==> src/rtl/eep_pkg.sv <==
package eep_pkg;

    typedef enum logic [2:0] {
        S_IDLE  = 3'd0,
        S_HDR   = 3'd1,
        S_READ  = 3'd2,
        S_WDATA = 3'd3,
        S_SKIP  = 3'd4
    } fsm_t;

    localparam logic [1:0] OP_CTL  = 2'b00;
    localparam logic [1:0] OP_WR   = 2'b01;
    localparam logic [1:0] OP_RD   = 2'b10;

    localparam logic [1:0] CTL_ON  = 2'b11;
    localparam logic [1:0] CTL_OFF = 2'b00;

endpackage

==> src/rtl/eep_sync.sv <==
module eep_sync (
    input  logic clk,
    input  logic rst_n,
    input  logic sel,
    input  logic shclk,
    input  logic sdin,
    output logic sel_s,
    output logic sel_fall,
    output logic sk_rise,
    output logic din_s
);

    typedef struct packed {
        logic s1;
        logic s2;
        logic sp;
        logic k1;
        logic k2;
        logic kp;
        logic d1;
        logic d2;
    } sync_t;

    sync_t q, d;

    always_comb begin
        d    = q;
        d.s1 = sel;
        d.s2 = q.s1;
        d.sp = q.s2;
        d.k1 = shclk;
        d.k2 = q.k1;
        d.kp = q.k2;
        d.d1 = sdin;
        d.d2 = q.d1;
    end

    always_ff @(posedge clk or negedge rst_n) begin
        if (!rst_n) q <= '0;
        else        q <= d;
    end

    assign sel_s    = q.s2;
    assign sel_fall = q.sp & ~q.s2;
    assign sk_rise  = q.k2 & ~q.kp;
    assign din_s    = q.d2;

endmodule

==> src/rtl/eep_timer.sv <==
module eep_timer #(
    parameter int WR_CYCLES = 500
) (
    input  logic clk,
    input  logic rst_n,
    input  logic start,
    output logic busy
);

    localparam int CW = $clog2(WR_CYCLES + 1);

    logic [CW-1:0] cnt_q, cnt_d;

    always_comb begin
        cnt_d = cnt_q;
        if (start)
            cnt_d = CW'(WR_CYCLES);
        else if (cnt_q != '0)
            cnt_d = cnt_q - 1'b1;
    end

    always_ff @(posedge clk or negedge rst_n) begin
        if (!rst_n) cnt_q <= '0;
        else        cnt_q <= cnt_d;
    end

    assign busy = (cnt_q != '0);

endmodule

==> src/rtl/eep_array.sv <==
module eep_array #(
    parameter int WORDS  = 64,
    parameter int DATA_W = 16,
    parameter int ADDR_W = 6
) (
    input  logic              clk,
    input  logic              rst_n,
    input  logic              we,
    input  logic [ADDR_W-1:0] waddr,
    input  logic [DATA_W-1:0] wdata,
    input  logic [ADDR_W-1:0] raddr,
    output logic [DATA_W-1:0] rdata
);

    logic [DATA_W-1:0] mem_q [WORDS];
    logic [DATA_W-1:0] mem_d [WORDS];

    always_comb begin
        for (int i = 0; i < WORDS; i++)
            mem_d[i] = mem_q[i];
        if (we)
            mem_d[waddr] = wdata;
    end

    always_ff @(posedge clk or negedge rst_n) begin
        if (!rst_n) begin
            for (int i = 0; i < WORDS; i++)
                mem_q[i] <= '0;
        end else begin
            for (int i = 0; i < WORDS; i++)
                mem_q[i] <= mem_d[i];
        end
    end

    assign rdata = mem_q[raddr];

endmodule

==> src/rtl/eep_ctrl.sv <==
module eep_ctrl
    import eep_pkg::*;
#(
    parameter int DATA_W = 16,
    parameter int ADDR_W = 6
) (
    input  logic              clk,
    input  logic              rst_n,
    input  logic              sel_s,
    input  logic              sel_fall,
    input  logic              sk_rise,
    input  logic              din_s,
    input  logic              busy,
    input  logic [DATA_W-1:0] rd_data,
    output logic [ADDR_W-1:0] addr,
    output logic [DATA_W-1:0] wr_data,
    output logic              wr_go,
    output logic              wen,
    output logic              sdout,
    output logic              sdout_oe
);

    localparam int HDR_W = 2 + ADDR_W;
    localparam int MAXB  = (HDR_W > DATA_W) ? HDR_W : DATA_W;
    localparam int CNT_W = $clog2(MAXB + 2);

    typedef struct packed {
        fsm_t              st;
        logic [CNT_W-1:0]  cnt;
        logic [HDR_W-1:0]  hdr;
        logic [ADDR_W-1:0] addr;
        logic [DATA_W-1:0] sh;
        logic              wen;
        logic              stat;
        logic              dout;
        logic              oe;
    } ctl_t;

    ctl_t q, d;

    logic [HDR_W-1:0]  hdr_nx;
    logic [1:0]        op_nx;
    logic [ADDR_W-1:0] adr_nx;
    logic [DATA_W-1:0] rd_src;

    always_comb begin
        hdr_nx = {q.hdr[HDR_W-2:0], din_s};
        op_nx  = hdr_nx[HDR_W-1 -: 2];
        adr_nx = hdr_nx[ADDR_W-1:0];
        rd_src = (q.cnt == '0) ? rd_data : q.sh;
        d      = q;
        wr_go  = 1'b0;

        if (!sel_s) begin
            d.st   = S_IDLE;
            d.cnt  = '0;
            d.oe   = 1'b0;
            d.dout = 1'b0;
            if (sel_fall && q.st == S_WDATA && q.cnt == CNT_W'(DATA_W)
                && q.wen && !busy) begin
                wr_go  = 1'b1;
                d.stat = 1'b1;
            end
        end else begin
            unique case (q.st)
                S_IDLE: begin
                    d.oe   = q.stat;
                    d.dout = ~busy;
                    if (sk_rise && din_s && !busy) begin
                        d.st   = S_HDR;
                        d.cnt  = '0;
                        d.stat = 1'b0;
                        d.oe   = 1'b0;
                        d.dout = 1'b0;
                    end
                end
                S_HDR: begin
                    if (sk_rise) begin
                        d.hdr = hdr_nx;
                        if (q.cnt == CNT_W'(HDR_W - 1)) begin
                            d.addr = adr_nx;
                            d.cnt  = '0;
                            d.st   = S_SKIP;
                            if (op_nx == OP_RD) begin
                                d.st   = S_READ;
                                d.oe   = 1'b1;
                                d.dout = 1'b0;
                            end else if (op_nx == OP_WR) begin
                                d.st = S_WDATA;
                            end else if (op_nx == OP_CTL) begin
                                if (adr_nx[ADDR_W-1 -: 2] == CTL_ON)
                                    d.wen = 1'b1;
                                else if (adr_nx[ADDR_W-1 -: 2] == CTL_OFF)
                                    d.wen = 1'b0;
                            end
                        end else begin
                            d.cnt = q.cnt + 1'b1;
                        end
                    end
                end
                S_READ: begin
                    d.oe = 1'b1;
                    if (sk_rise) begin
                        d.dout = rd_src[DATA_W-1];
                        d.sh   = {rd_src[DATA_W-2:0], 1'b0};
                        d.cnt  = CNT_W'(1);
                    end
                end
                S_WDATA: begin
                    if (sk_rise) begin
                        d.sh = {q.sh[DATA_W-2:0], din_s};
                        if (q.cnt <= CNT_W'(DATA_W))
                            d.cnt = q.cnt + 1'b1;
                    end
                end
                default: begin
                    d.oe = 1'b0;
                end
            endcase
        end
    end

    always_ff @(posedge clk or negedge rst_n) begin
        if (!rst_n) begin
            q    <= '0;
            q.st <= S_IDLE;
        end else begin
            q <= d;
        end
    end

    assign addr     = q.addr;
    assign wr_data  = q.sh;
    assign wen      = q.wen;
    assign sdout    = q.dout;
    assign sdout_oe = q.oe;

endmodule

==> src/rtl/wire3_eeprom.sv <==
module wire3_eeprom #(
    parameter int WORDS     = 64,
    parameter int DATA_W    = 16,
    parameter int WR_CYCLES = 500
) (
    input  logic clk,
    input  logic rst_n,
    input  logic sel,
    input  logic shclk,
    input  logic sdin,
    output logic sdout,
    output logic sdout_oe
);

    localparam int ADDR_W = $clog2(WORDS);

    logic              sel_s, sel_fall, sk_rise, din_s;
    logic              busy, wr_go, wen;
    logic [ADDR_W-1:0] addr;
    logic [DATA_W-1:0] wr_data, rd_data;

    eep_sync u_sync (
        .clk      (clk),
        .rst_n    (rst_n),
        .sel      (sel),
        .shclk    (shclk),
        .sdin     (sdin),
        .sel_s    (sel_s),
        .sel_fall (sel_fall),
        .sk_rise  (sk_rise),
        .din_s    (din_s)
    );

    eep_ctrl #(.DATA_W(DATA_W), .ADDR_W(ADDR_W)) u_ctrl (
        .clk      (clk),
        .rst_n    (rst_n),
        .sel_s    (sel_s),
        .sel_fall (sel_fall),
        .sk_rise  (sk_rise),
        .din_s    (din_s),
        .busy     (busy),
        .rd_data  (rd_data),
        .addr     (addr),
        .wr_data  (wr_data),
        .wr_go    (wr_go),
        .wen      (wen),
        .sdout    (sdout),
        .sdout_oe (sdout_oe)
    );

    eep_array #(.WORDS(WORDS), .DATA_W(DATA_W), .ADDR_W(ADDR_W)) u_array (
        .clk   (clk),
        .rst_n (rst_n),
        .we    (wr_go),
        .waddr (addr),
        .wdata (wr_data),
        .raddr (addr),
        .rdata (rd_data)
    );

    eep_timer #(.WR_CYCLES(WR_CYCLES)) u_timer (
        .clk   (clk),
        .rst_n (rst_n),
        .start (wr_go),
        .busy  (busy)
    );

endmodule

==> config.mk <==
export PLATFORM = sky130hd
export DESIGN_NAME = wire3_eeprom
export DESIGN_NICKNAME = d
export VERILOG_FILES = /design/src/rtl/eep_pkg.sv /design/src/rtl/eep_sync.sv /design/src/rtl/eep_timer.sv /design/src/rtl/eep_array.sv /design/src/rtl/eep_ctrl.sv /design/src/rtl/wire3_eeprom.sv
export SDC_FILE = /design/constraint.sdc
export NUM_CORES = 1
export LEC_CHECK = 0
export BUFFER_PORTS_ARGS = -buffer_cell sky130_fd_sc_hd__buf_2
export CAP_MARGIN = 5
export CORE_MARGIN = 5
export CORE_UTILIZATION = 40
export CTS_CLUSTER_SIZE = 16
export DETAILED_ROUTE_END_ITERATION = 10
export PLACE_DENSITY = 0.58
export SLEW_MARGIN = 30
export SYNTH_ARGS = -nofsm -noshare
export SYNTH_HDL_FRONTEND = slang
export SYNTH_SLANG_ARGS = --single-unit
==> constraint.sdc <==
create_clock -name clk -period 2.72 [get_ports clk]
set_clock_uncertainty 0.1 [all_clocks]
set_input_delay 0.408 -clock clk [delete_from_list [all_inputs] [get_ports clk]]
set_output_delay 0.408 -clock clk [all_outputs]
set_load 0.02 [all_outputs]
* Word-level counts from Yosys, hierarchy flattened
Index checks and enable logic that the tools add are counted.
** Cells by class
- Equal/unequal tests :: 23
- Reductions and logical operators :: 26
- $lt $le $gt $ge :: 3
- Bitwise operators :: 8
- Multiplexer cells :: 39
- Add/subtract/negate cells :: 2
** Operators by type and width (number)
- 1024-bit bitwise mux :: 1
- 16-bit binary-select mux with 6-bit select :: 1
- 16-bit demux with 6-bit select :: 1
- 16-bit 2-to-1 mux :: 6
- 16-bit one-hot mux with 2 select lines :: 1
- 22-bit 2-to-1 mux :: 1
- 5-bit 2-to-1 mux :: 4
- 5-bit one-hot mux with 4 select lines :: 1
- 9-bit 2-to-1 mux :: 2
- 3-bit by 2-bit inequality test with 1-bit output (second input constant) :: 6
- 8-bit 2-to-1 mux :: 2
- 4-bit AND reduction :: 4
- 3-bit 2-to-1 mux :: 5
- 9-bit nonzero test :: 1
- 9-bit by 1-bit subtractor with 9-bit output (second input constant) :: 1
- 2-bit by 1-bit inequality test with 1-bit output (second input constant) :: 4
- 8-bit AND reduction :: 1
- 2-bit nonzero test :: 4
- 7-bit greater-or-equal comparator (second input constant) :: 1
- 1-bit logical AND :: 7
- 7-bit by 1-bit < comparator with 1-bit output (second input constant) :: 1
- 1-bit 2-to-1 mux :: 7
- 6-bit NOT with 7-bit output :: 1
- 3-bit by 2-bit equality test with 1-bit output (second input constant) :: 2
- 26 further kinds :: 36
** Word-level totals
- Bits in registers :: 1083
- Output and inout bits :: 2
- Word-level logic and storage cells :: 183

* Longest topological paths before layout
Gate-level depths: netlist of the first run.
- Word-level depth :: 9
- Depth in mapped cells :: 11
- Gate-level depth less buffers :: 8

* By module
A second synthesis of the first run with hierarchy kept.
** Unflattened totals
- Cell total of the unflattened synthesis :: 3301
- Area total of the unflattened synthesis :: 50098.0 µm²
** Modules (own cells, without submodules)
- eep_array :: cells each 3024, area each 47122.7 µm², times used 1
- eep_ctrl :: cells each 216, area each 2258.4 µm², times used 1
- eep_timer :: cells each 51, area each 489.2 µm², times used 1
- eep_sync :: cells each 10, area each 227.7 µm², times used 1

* Worst setup path after synthesis of the first run
No wires, ideal clock.
- Path kind :: reg2reg
- From :: register u_timer.cnt_q[0]
- To :: register u_array.mem_q[325] (netlist bit)
- Cell stages (with the launch flop) :: 10
- Required time :: 2.495 ns
- Setup slack :: -0.144 ns
- Arrival :: 2.639 ns
- Path buffers :: 1
- Period minus slack after synthesis :: 2.864 ns
- Cells stage by stage :: dfrtp_1 -> inv_1 -> ha_1 -> nor4b_2 -> nand2_2 -> nor3_4 -> nand3_4 -> nor2_4 -> buf_6 -> mux2_2
** On the way
- Cells in the longest elaborated chain, start to end :: 5
** RTL lines
- start: declaration :: line eep_timer.sv:12 : logic [CW-1:0] cnt_q, cnt_d;
- start signal: assignment :: line eep_timer.sv:24 : else cnt_q <= cnt_d;
- 9-bit nonzero test :: line eep_timer.sv:27 : assign busy = (cnt_q != '0);
- 1-bit logical NOT :: line eep_ctrl.sv:60 : && q.wen && !busy) begin
- 1-bit logical AND :: line eep_ctrl.sv:60
- 1-bit 2-to-1 mux :: line eep_ctrl.sv:59 : if (sel_fall && q.st == S_WDATA && q.cnt == CNT_W'(DATA_W)
- 1-bit 2-to-1 mux :: line eep_ctrl.sv:54 : if (!sel_s) begin
- end signal: indexed assignment :: line eep_array.sv:31 : mem_q[i] <= mem_d[i];
- end: declaration :: line eep_array.sv:15 : logic [DATA_W-1:0] mem_q [WORDS];
Every way passes these cells.
A chain may end at the register's enable or synchronous reset.

* Final worst setup path of the first run
- From :: register u_ctrl.q (netlist bit u_ctrl.addr[0])
- To :: register u_ctrl.q (netlist bit u_ctrl.sdout)
** On the way
- Cells in the longest elaborated chain, start to end :: 8
** RTL lines
- start: declaration :: line eep_ctrl.sv:39 : ctl_t q, d;
- 6-bit NOT with 7-bit output (not written as such) :: line eep_array.sv:35 : assign rdata = mem_q[raddr];
- 16-bit binary-select mux with 6-bit select :: line eep_array.sv:35
- 16-bit 2-to-1 mux (not written as such) (2 in series) :: line eep_array.sv:35
- 16-bit 2-to-1 mux :: line eep_ctrl.sv:50 : rd_src = (q.cnt == '0) ? rd_data : q.sh;
- 1-bit 2-to-1 mux :: line eep_ctrl.sv:103 : if (sk_rise) begin
- 1-bit one-hot mux with 3 select lines :: line eep_ctrl.sv:65 : unique case (q.st)
- 3-bit 2-to-1 mux :: line eep_ctrl.sv:54
Every way passes these cells. The select of a mux whose other input is x is not followed.

==> impl_metrics.csv, run 1 <==
group,metric,value,unit
global_route,grtUsageMet2,0.385,
die,rows,129,
worst_setup_path,crit_type,"reg -> reg",
clock_network,clk_pin_slew,0.07,ns
sta,hold_viol,0,
route,vias,33400,
global_route,grt_pass1_vias,33600,
worst_setup_path,reg2reg_slack,-0.02,ns
sta,max_clock_freq,365,MHz
power_and_ir_drop,power.density,530,nW/µm²
logic_synthesis,synthCells,3590,
power_and_ir_drop,p_int,0.0255,W
global_route,grt_util_all_layers,0.250,
power_and_ir_drop,switching_share,0.218,
sta,fin_ws,-0.0182,ns
clock_network,cts_root_buffer,"clkbuf_16",
logic_synthesis,seq_area_frac_synth,0.542,
logic_synthesis,ys_dominant_reg_cell,"dfrtp_1",
die,io_pins,7,
cells_and_area,layout.nets,3884,
place,gp_congestion,0.939,
logic_synthesis,ys_ff_latch,1082,
power_and_ir_drop,p_total,0.0326,W
sta,timing.final.crit_share,1.01,
global_route,grt_use_met1,0.352,
logic_synthesis,synth_nets,3603,
die,die_w,363,µm
place,dp_hpwl,109000,µm
worst_setup_path,crit_chain,"buf_12 -> buf_16 -> buf_4 -> mux2_2 -> a221o_1 -> a22oi_1 -> o22ai_1 -> a221oi_4 -> a211oi_1",
status,violations,"setup timing",
clock_network,cts.sinks,1082,
sta,maxSlewHeadroom,0.345,
route,wl_per_cell,30.6,µm
die,initial_core_util,0.403,
power_and_ir_drop,combPwrFrac,0.018,
logic_synthesis,ys_types,76,
route,drc,0,
sta,slew_violations,0,
route,wirelength,171000,µm
clock_network,htreeDepth,3,
global_route,grt-ovfl-total,0,
worst_setup_path,crit_fanout,15,
place,port_buffers,6,
cells_and_area,areaGrowthSynthToFinish,23.0,%
worst_setup_path,reg2reg_depth,9,
sta,rsz0062_at_grt,"yes",
die,die_height,363,µm
clock_network,numCtsBuffers,115,
worst_setup_path,max_stage_delay,0.51,ns
global_route,met3_usage,0.0495,
logic_synthesis,yosysWarnings,0,
sta,worstMarginPinSlew,0.983,ns
worst_setup_path,r2r-start,"u_ctrl.addr[0]$_DFFE_PN0P_",
clock_network,tritoncts,"built",
worst_setup_path,r2r-end,"u_ctrl.sdout$_DFFE_PN0P_",
worst_setup_path,required,3.21,ns
run,cap_viol_max_count,0,
clock_network,worst_skew_pair.late_latency,0.74,ns
worst_setup_path,critPathLaunchType,"register",
status,status,"finished, violations left",
power_and_ir_drop,pwr-share-clk,0.486,
logic_synthesis,syn_area,49900,µm²
die,core-area,124000,µm²
route,routed_via_density,5.98,
worst_setup_path,cp-end-kind,"register",
global_route,grt-busiest-layer,"met2",
worst_hold_path,hold_path_class,"in -> async",
logic_synthesis,avgSynthCellArea,13.9,µm²
route,final_antenna_net_count,0,
global_route,grt_pass1_wl,244000,µm
die,die_area,132000,µm²
route,drt_iter0_drc,3382,
clock_network,clockBufferDepth,3,
logic_synthesis,synth_edf_count,0,
power_and_ir_drop,max-vdd-ir-drop,0.000493,V
sta,final-setup-viol-count,2,
global_route,grt_max_degree,108,
worst_setup_path,cp_data_arrival_time,3.23,ns
power_and_ir_drop,power.leakage,28.3,nW
cells_and_area,drive_gt1_frac,0.504,
sta,min_period,2.74,ns
cells_and_area,nFillCells,10600,
power_and_ir_drop,power_switching,0.00710,W
sta,hold_ws,0.0650,ns
global_route,antenna_found_initial,5,
worst_setup_path,cpMaxStageDelayCell,"dfrtp_4",
place,pre_cts_slack,-0.260,ns
sta,setup_tns,-0.0185,ns
logic_synthesis,synthArstFlopShare,1.00,
power_and_ir_drop,seqPwrFrac,0.497,
route,dr.pass1.iters,7,
-- cells by family after synthesis --
group           synth area share
compound gates            0.0727
xor+xnor                0.000878
fa+ha+maj                0.00201
buf+inv                   0.0351
flops                      0.542
mux                        0.308
simple gates              0.0388
-- worst max-delay path, delay by kind of cell, from the launching register on --
family          cells  cell delay, ns
buf+inv             3            0.52
compound gates      5            1.12
flops               1            0.51
mux                 1            0.32
-- power groups by stage --
stage               registers (W)  logic (W)  clock network [W]
floorplan                  0.0165  0.0000928                  0
global placement           0.0165   0.000586                  0
detailed placement         0.0165   0.000587                  0
CTS                        0.0162   0.000597             0.0161
global route               0.0162   0.000664             0.0167
finish                     0.0162   0.000581             0.0158
-- how the worst max path moves through the flow --
stage | start | end | depth (start not counted)
finish | u_ctrl.addr[0]$_DFFE_PN0P_ | u_ctrl.sdout$_DFFE_PN0P_ | 9
global route | u_timer.cnt_q[0]$_DFFE_PN0P_ | u_array.mem_q[555]$_DFFE_PN0P_ | 11
CTS | u_ctrl.addr[0]$_DFFE_PN0P_ | u_ctrl.wr_data[11]$_DFFE_PN0P_ | 8
detailed placement | u_ctrl.addr[1]$_DFFE_PN0P_ | u_ctrl.wr_data[10]$_DFFE_PN0P_ | 7
global placement | u_ctrl.addr[1]$_DFFE_PN0P_ | u_ctrl.wr_data[10]$_DFFE_PN0P_ | 7
floorplan | u_timer.cnt_q[0]$_DFFE_PN0P_ | u_array.mem_q[581]$_DFFE_PN0P_ | 9
-- timing repair --
| item | in CTS | in global routing |
|---|---|---|
| resized for setup | 26 | 255 |
| endpoints found under the hold margin | 206 | 0 |
| hold buffers | 4 | 0 |
| setup endpoints to repair | 204 | 498 |
| setup buffers | 9 | 19 |
| pin swaps | 1 | 20 |
| gates cloned | 1 | 18 |
-- synth_stat cells, drive strengths merged (8+ instances only) --
| cell type | number | area share |
|---|---|---|
| nor2 | 110 | 0.013 |
| nor4 | 8 | 0.0016 |
| mux4 | 68 | 0.031 |
| ha | 8 | 0.0020 |
| dfrtp | 1082 | 0.54 |
| a221oi | 100 | 0.018 |
| a221o | 25 | 0.0050 |
| a22o | 16 | 0.0028 |
| nand2 | 90 | 0.0075 |
| a21oi | 59 | 0.0059 |
| o21ai | 62 | 0.0062 |
| inv | 13 | 0.00098 |
| buf | 115 | 0.017 |
| nand3 | 31 | 0.0036 |
| a22oi | 71 | 0.011 |
| o22ai | 65 | 0.0081 |
| nor3b | 8 | 0.0012 |
| nor2b | 14 | 0.0018 |
| a31oi | 21 | 0.0026 |
| nor3 | 18 | 0.0020 |
| nand2b | 8 | 0.0010 |
| mux2i | 149 | 0.030 |
| and3 | 8 | 0.0010 |
| a211oi | 8 | 0.0012 |
| clkbuf | 222 | 0.017 |
| mux2 | 1097 | 0.25 |
-- layout by cell type (no fill, tap or decap), types with 50 or more instances in the layout --
master,synthesis,routed
o21ai_0,62,57
o22ai_1,65,62
buf_12,0,153
mux2_4,0,200
nor2_1,54,50
mux4_2,68,68
buf_4,8,307
a221oi_1,100,96
clkbuf_16,0,137
mux2_2,1096,897
dfrtp_1,1082,1063
a21oi_1,59,58
a22oi_1,71,69
nand2_1,76,76
mux2i_1,149,148
-- state kept, by name (all words and copies together), names as in the netlist, 4 cells and up --
name and count:
u_array.mem_q 1024, u_ctrl.wr_data 16, u_timer.cnt_q 9, u_ctrl.adr_nx 5
u_sync.d 4, u_ctrl.addr 6, u_ctrl.q 9
-- final cells by class --
type	count	area (µm²)	share of cell area
Sequential cell	1082	27100	0.442
Multi-Input combinational cell	2156	22300	0.363
Timing Repair Buffer	501	6130	0.0998
Clock buffer	169	3420	0.0556
Tap cell	1637	2050	0.0334
Clock inverter	32	333	0.00542
Inverter	15	57.6	0.000938
Antenna cell	2	5.00	0.0000815
-- per-stage QoR --
stage / cell area [µm²] / util / cells
2_1_floorplan: 50100 / - / 3590
3_3_place_gp: 55800 / 0.451 / 5340
3_5_place_dp: 55800 / 0.451 / 5340
4_1_cts: 59800 / 0.483 / 5555
5_1_grt: 61400 / 0.496 / 5593
6_report: 61400 / 0.496 / 5594
-- routing by layer --
| metal | vias to the layer above | share of wire |
|---|---|---|
| li1 | 13900 | - |
| met1 | 17900 | 0.43 |
| met2 | 1247 | 0.45 |
| met3 | 388 | 0.071 |
| met4 | 2 | 0.049 |
| met5 | - | 0.00016 |
Note: power is estimated with default switching activity, not from simulation.
==> run 2: changes to the inputs <==
--- a/config.mk
+++ b/config.mk
@@ -12,6 +12,7 @@
 export CTS_CLUSTER_SIZE = 16
 export DETAILED_ROUTE_END_ITERATION = 10
 export PLACE_DENSITY = 0.58
+export SKIP_CTS_REPAIR_TIMING = 1
 export SLEW_MARGIN = 30
 export SYNTH_ARGS = -nofsm -noshare
 export SYNTH_HDL_FRONTEND = slang
==> run 2 against run 1 <==
Against the previous run: the run still ends with setup timing left; flip-flop and latch count is the same; critical path type unchanged; clock power is essentially flat; largest cell class unchanged; sequential power is essentially flat; critical endpoint is now u_ctrl.wr_data[2]$_DFFE_PN0P_; largest power group unchanged; first-iteration DRC count shrank 9.1%; cell area shrank 1.0%; total power is essentially flat; die area is the same; via count shrank 0.33%; combinational power is essentially flat; sequential share of layout area grew 0.46 points.
==> impl_metrics.csv, run 2 (synthesis gave the netlist of run 1 again) <==
group,metric,value,unit
clock_network,tritoncts,"built",
die,die_area,132000,µm²
place,dp_hpwl,109000,µm
clock_network,cts_root_buffer,"clkbuf_16",
route,dr.pass1.iters,5,
sta,max_clock_freq,367,MHz
clock_network,clockBufferDepth,3,
cells_and_area,drive_gt1_frac,0.502,
power_and_ir_drop,p_total,0.0326,W
sta,maxSlewHeadroom,0.333,
cells_and_area,fin_util,0.491,
route,routed_via_density,5.97,
die,io_pins,7,
sta,fin_ws,-0.00594,ns
place,port_buffers,6,
run,cap_viol_max_count,0,
global_route,grt_pass1_wl,244000,µm
die,core-area,124000,µm²
route,wl_per_cell,30.1,µm
sta,final-setup-viol-count,1,
die,rows,129,
cells_and_area,finalNonFillerCells,5583,
status,status,"finished, violations left",
global_route,grt_pass1_vias,33600,
route,wirelength,168000,µm
power_and_ir_drop,max-vdd-ir-drop,0.000496,V
worst_setup_path,cp_data_arrival_time,3.24,ns
clock_network,worst_skew_pair.late_latency,0.73,ns
route,drc,0,
worst_setup_path,crit_type,"reg -> reg",
worst_hold_path,hold_path_class,"in -> async",
sta,worstMarginPinSlew,1.00,ns
route,drt_iter0_drc,3075,
cells_and_area,regArea,27100,µm²
sta,timing.final.crit_share,1.00,
clock_network,numCtsBuffers,115,
cells_and_area,multi_input_area,21900,µm²
cells_and_area,final_cell_mix,"dfrtp_1 (1,063), mux2_2 (984), buf_4 (306)",
cells_and_area,regMostFlops,"u_array.mem_q",
cells_and_area,layout.nets,3874,
global_route,grt-ovfl-total,0,
worst_setup_path,cp-end-kind,"register",
cells_and_area,areaGrowthSynthToFinish,21.7,%
status,violations,"setup timing",
worst_setup_path,crit_chain,"buf_12 -> buf_4 -> mux4_2 -> a31oi_1 -> o21ai_1 -> nor4b_2 -> buf_4 -> a21oi_1",
cells_and_area,nFillCells,10600,
clock_network,cts.sinks,1082,
worst_setup_path,cp_common_cell,"buf_4",
sta,min_period,2.73,ns
route,vias,33300,
cells_and_area,layout_commonest_cell,"dfrtp_1",
worst_setup_path,required,3.23,ns
worst_setup_path,critPathLaunchType,"register",
sta,setup_tns,-0.00594,ns
power_and_ir_drop,power.density,536,nW/µm²
cells_and_area,largest_reg_flops,1024,
worst_setup_path,max_stage_delay,0.56,ns
sta,slew_violations,0,
place,pre_cts_slack,-0.260,ns
die,die_w,363,µm
route,final_antenna_net_count,0,
die,die_height,363,µm
sta,rsz0062_at_grt,"yes",
worst_setup_path,reg2reg_depth,8,
place,numPlacedInstances,5340,
place,gp_congestion,0.939,
clock_network,clk_pin_slew,0.07,ns
global_route,grt_util_all_layers,0.250,
worst_setup_path,crit_fanout,9,
die,initial_core_util,0.403,
sta,hold_viol,0,
global_route,antenna_found_initial,2,
power_and_ir_drop,power.leakage,28.1,nW
global_route,grt_max_degree,108,
clock_network,htreeDepth,3,
worst_setup_path,cpMaxStageDelayCell,"mux4_2",
==> run 2: cell types whose count changed in the layout (fill, tap and decap cells not counted), sizes merged <==
| cell | change |
|---|---|
| bufbuf | -1 |
| buf | +2 |
| diode | -1 |
| clkbuf | -11 |
==> run 2: area by class of cell <==
type | count | share of cell area
Antenna cell | 1 | 0.0000412
Clock buffer | 169 | 0.0562
Clock inverter | 32 | 0.00548
Inverter | 15 | 0.000947
Multi-Input combinational cell | 2156 | 0.361
Sequential cell | 1082 | 0.446
Tap cell | 1637 | 0.0337
Timing Repair Buffer | 491 | 0.0967
==> run 2: stage by stage <==
stage          hold WS [ns]  cell area (µm²)
6_report             0.0694            60800
5_1_grt              0.0805            60800
4_1_cts              -0.557            59500
3_5_place_dp          0.247            55800
3_3_place_gp          0.245            55800
2_1_floorplan        0.0124            50100
==> run 2: worst max-delay path, delay by kind of cell (launching register included) <==
kind            cells  cell delay, ns
simple gates        1            0.40
compound gates      3            0.54
buf+inv             3            0.48
flops               1            0.49
mux                 1            0.56
==> run 2: final timing paths <==
| check | startpoint | to | slack, ns |
|---|---|---|---|
| max in group asynchronous | rst_n | u_array.mem_q[706]$_DFFE_PN0P_ | 1.39 |
| hold / removal | rst_n | u_array.mem_q[1014]$_DFFE_PN0P_ | 0.07 |
| setup / recovery | u_ctrl.addr[0]$_DFFE_PN0P_ | u_ctrl.wr_data[2]$_DFFE_PN0P_ | -0.006 |
| hold reg to reg | u_sync.d[6]$_DFF_PN0_ | u_sync.sel_s$_DFF_PN0_ | 0.25 |
| min in group clk | sel | u_sync.d[6]$_DFF_PN0_ | 0.22 |
| setup reg to reg | u_ctrl.addr[0]$_DFFE_PN0P_ | u_ctrl.wr_data[2]$_DFFE_PN0P_ | -0.006 |
==> run 2: power by group <==
group	switching (W)	total (W)	internal, W
sequential	0.0000384	0.0162	0.0161
clock	0.00662	0.0158	0.00918
combinational	0.000432	0.000581	0.000149
==> run 2: layer usage <==
metal,up-vias,global-route usage,share of wire
met5,-,0,0
met4,0,0.0978,0.045
met3,342,0.0481,0.073
met2,1236,0.384,0.45
met1,17900,0.352,0.43
li1,13900,-,-
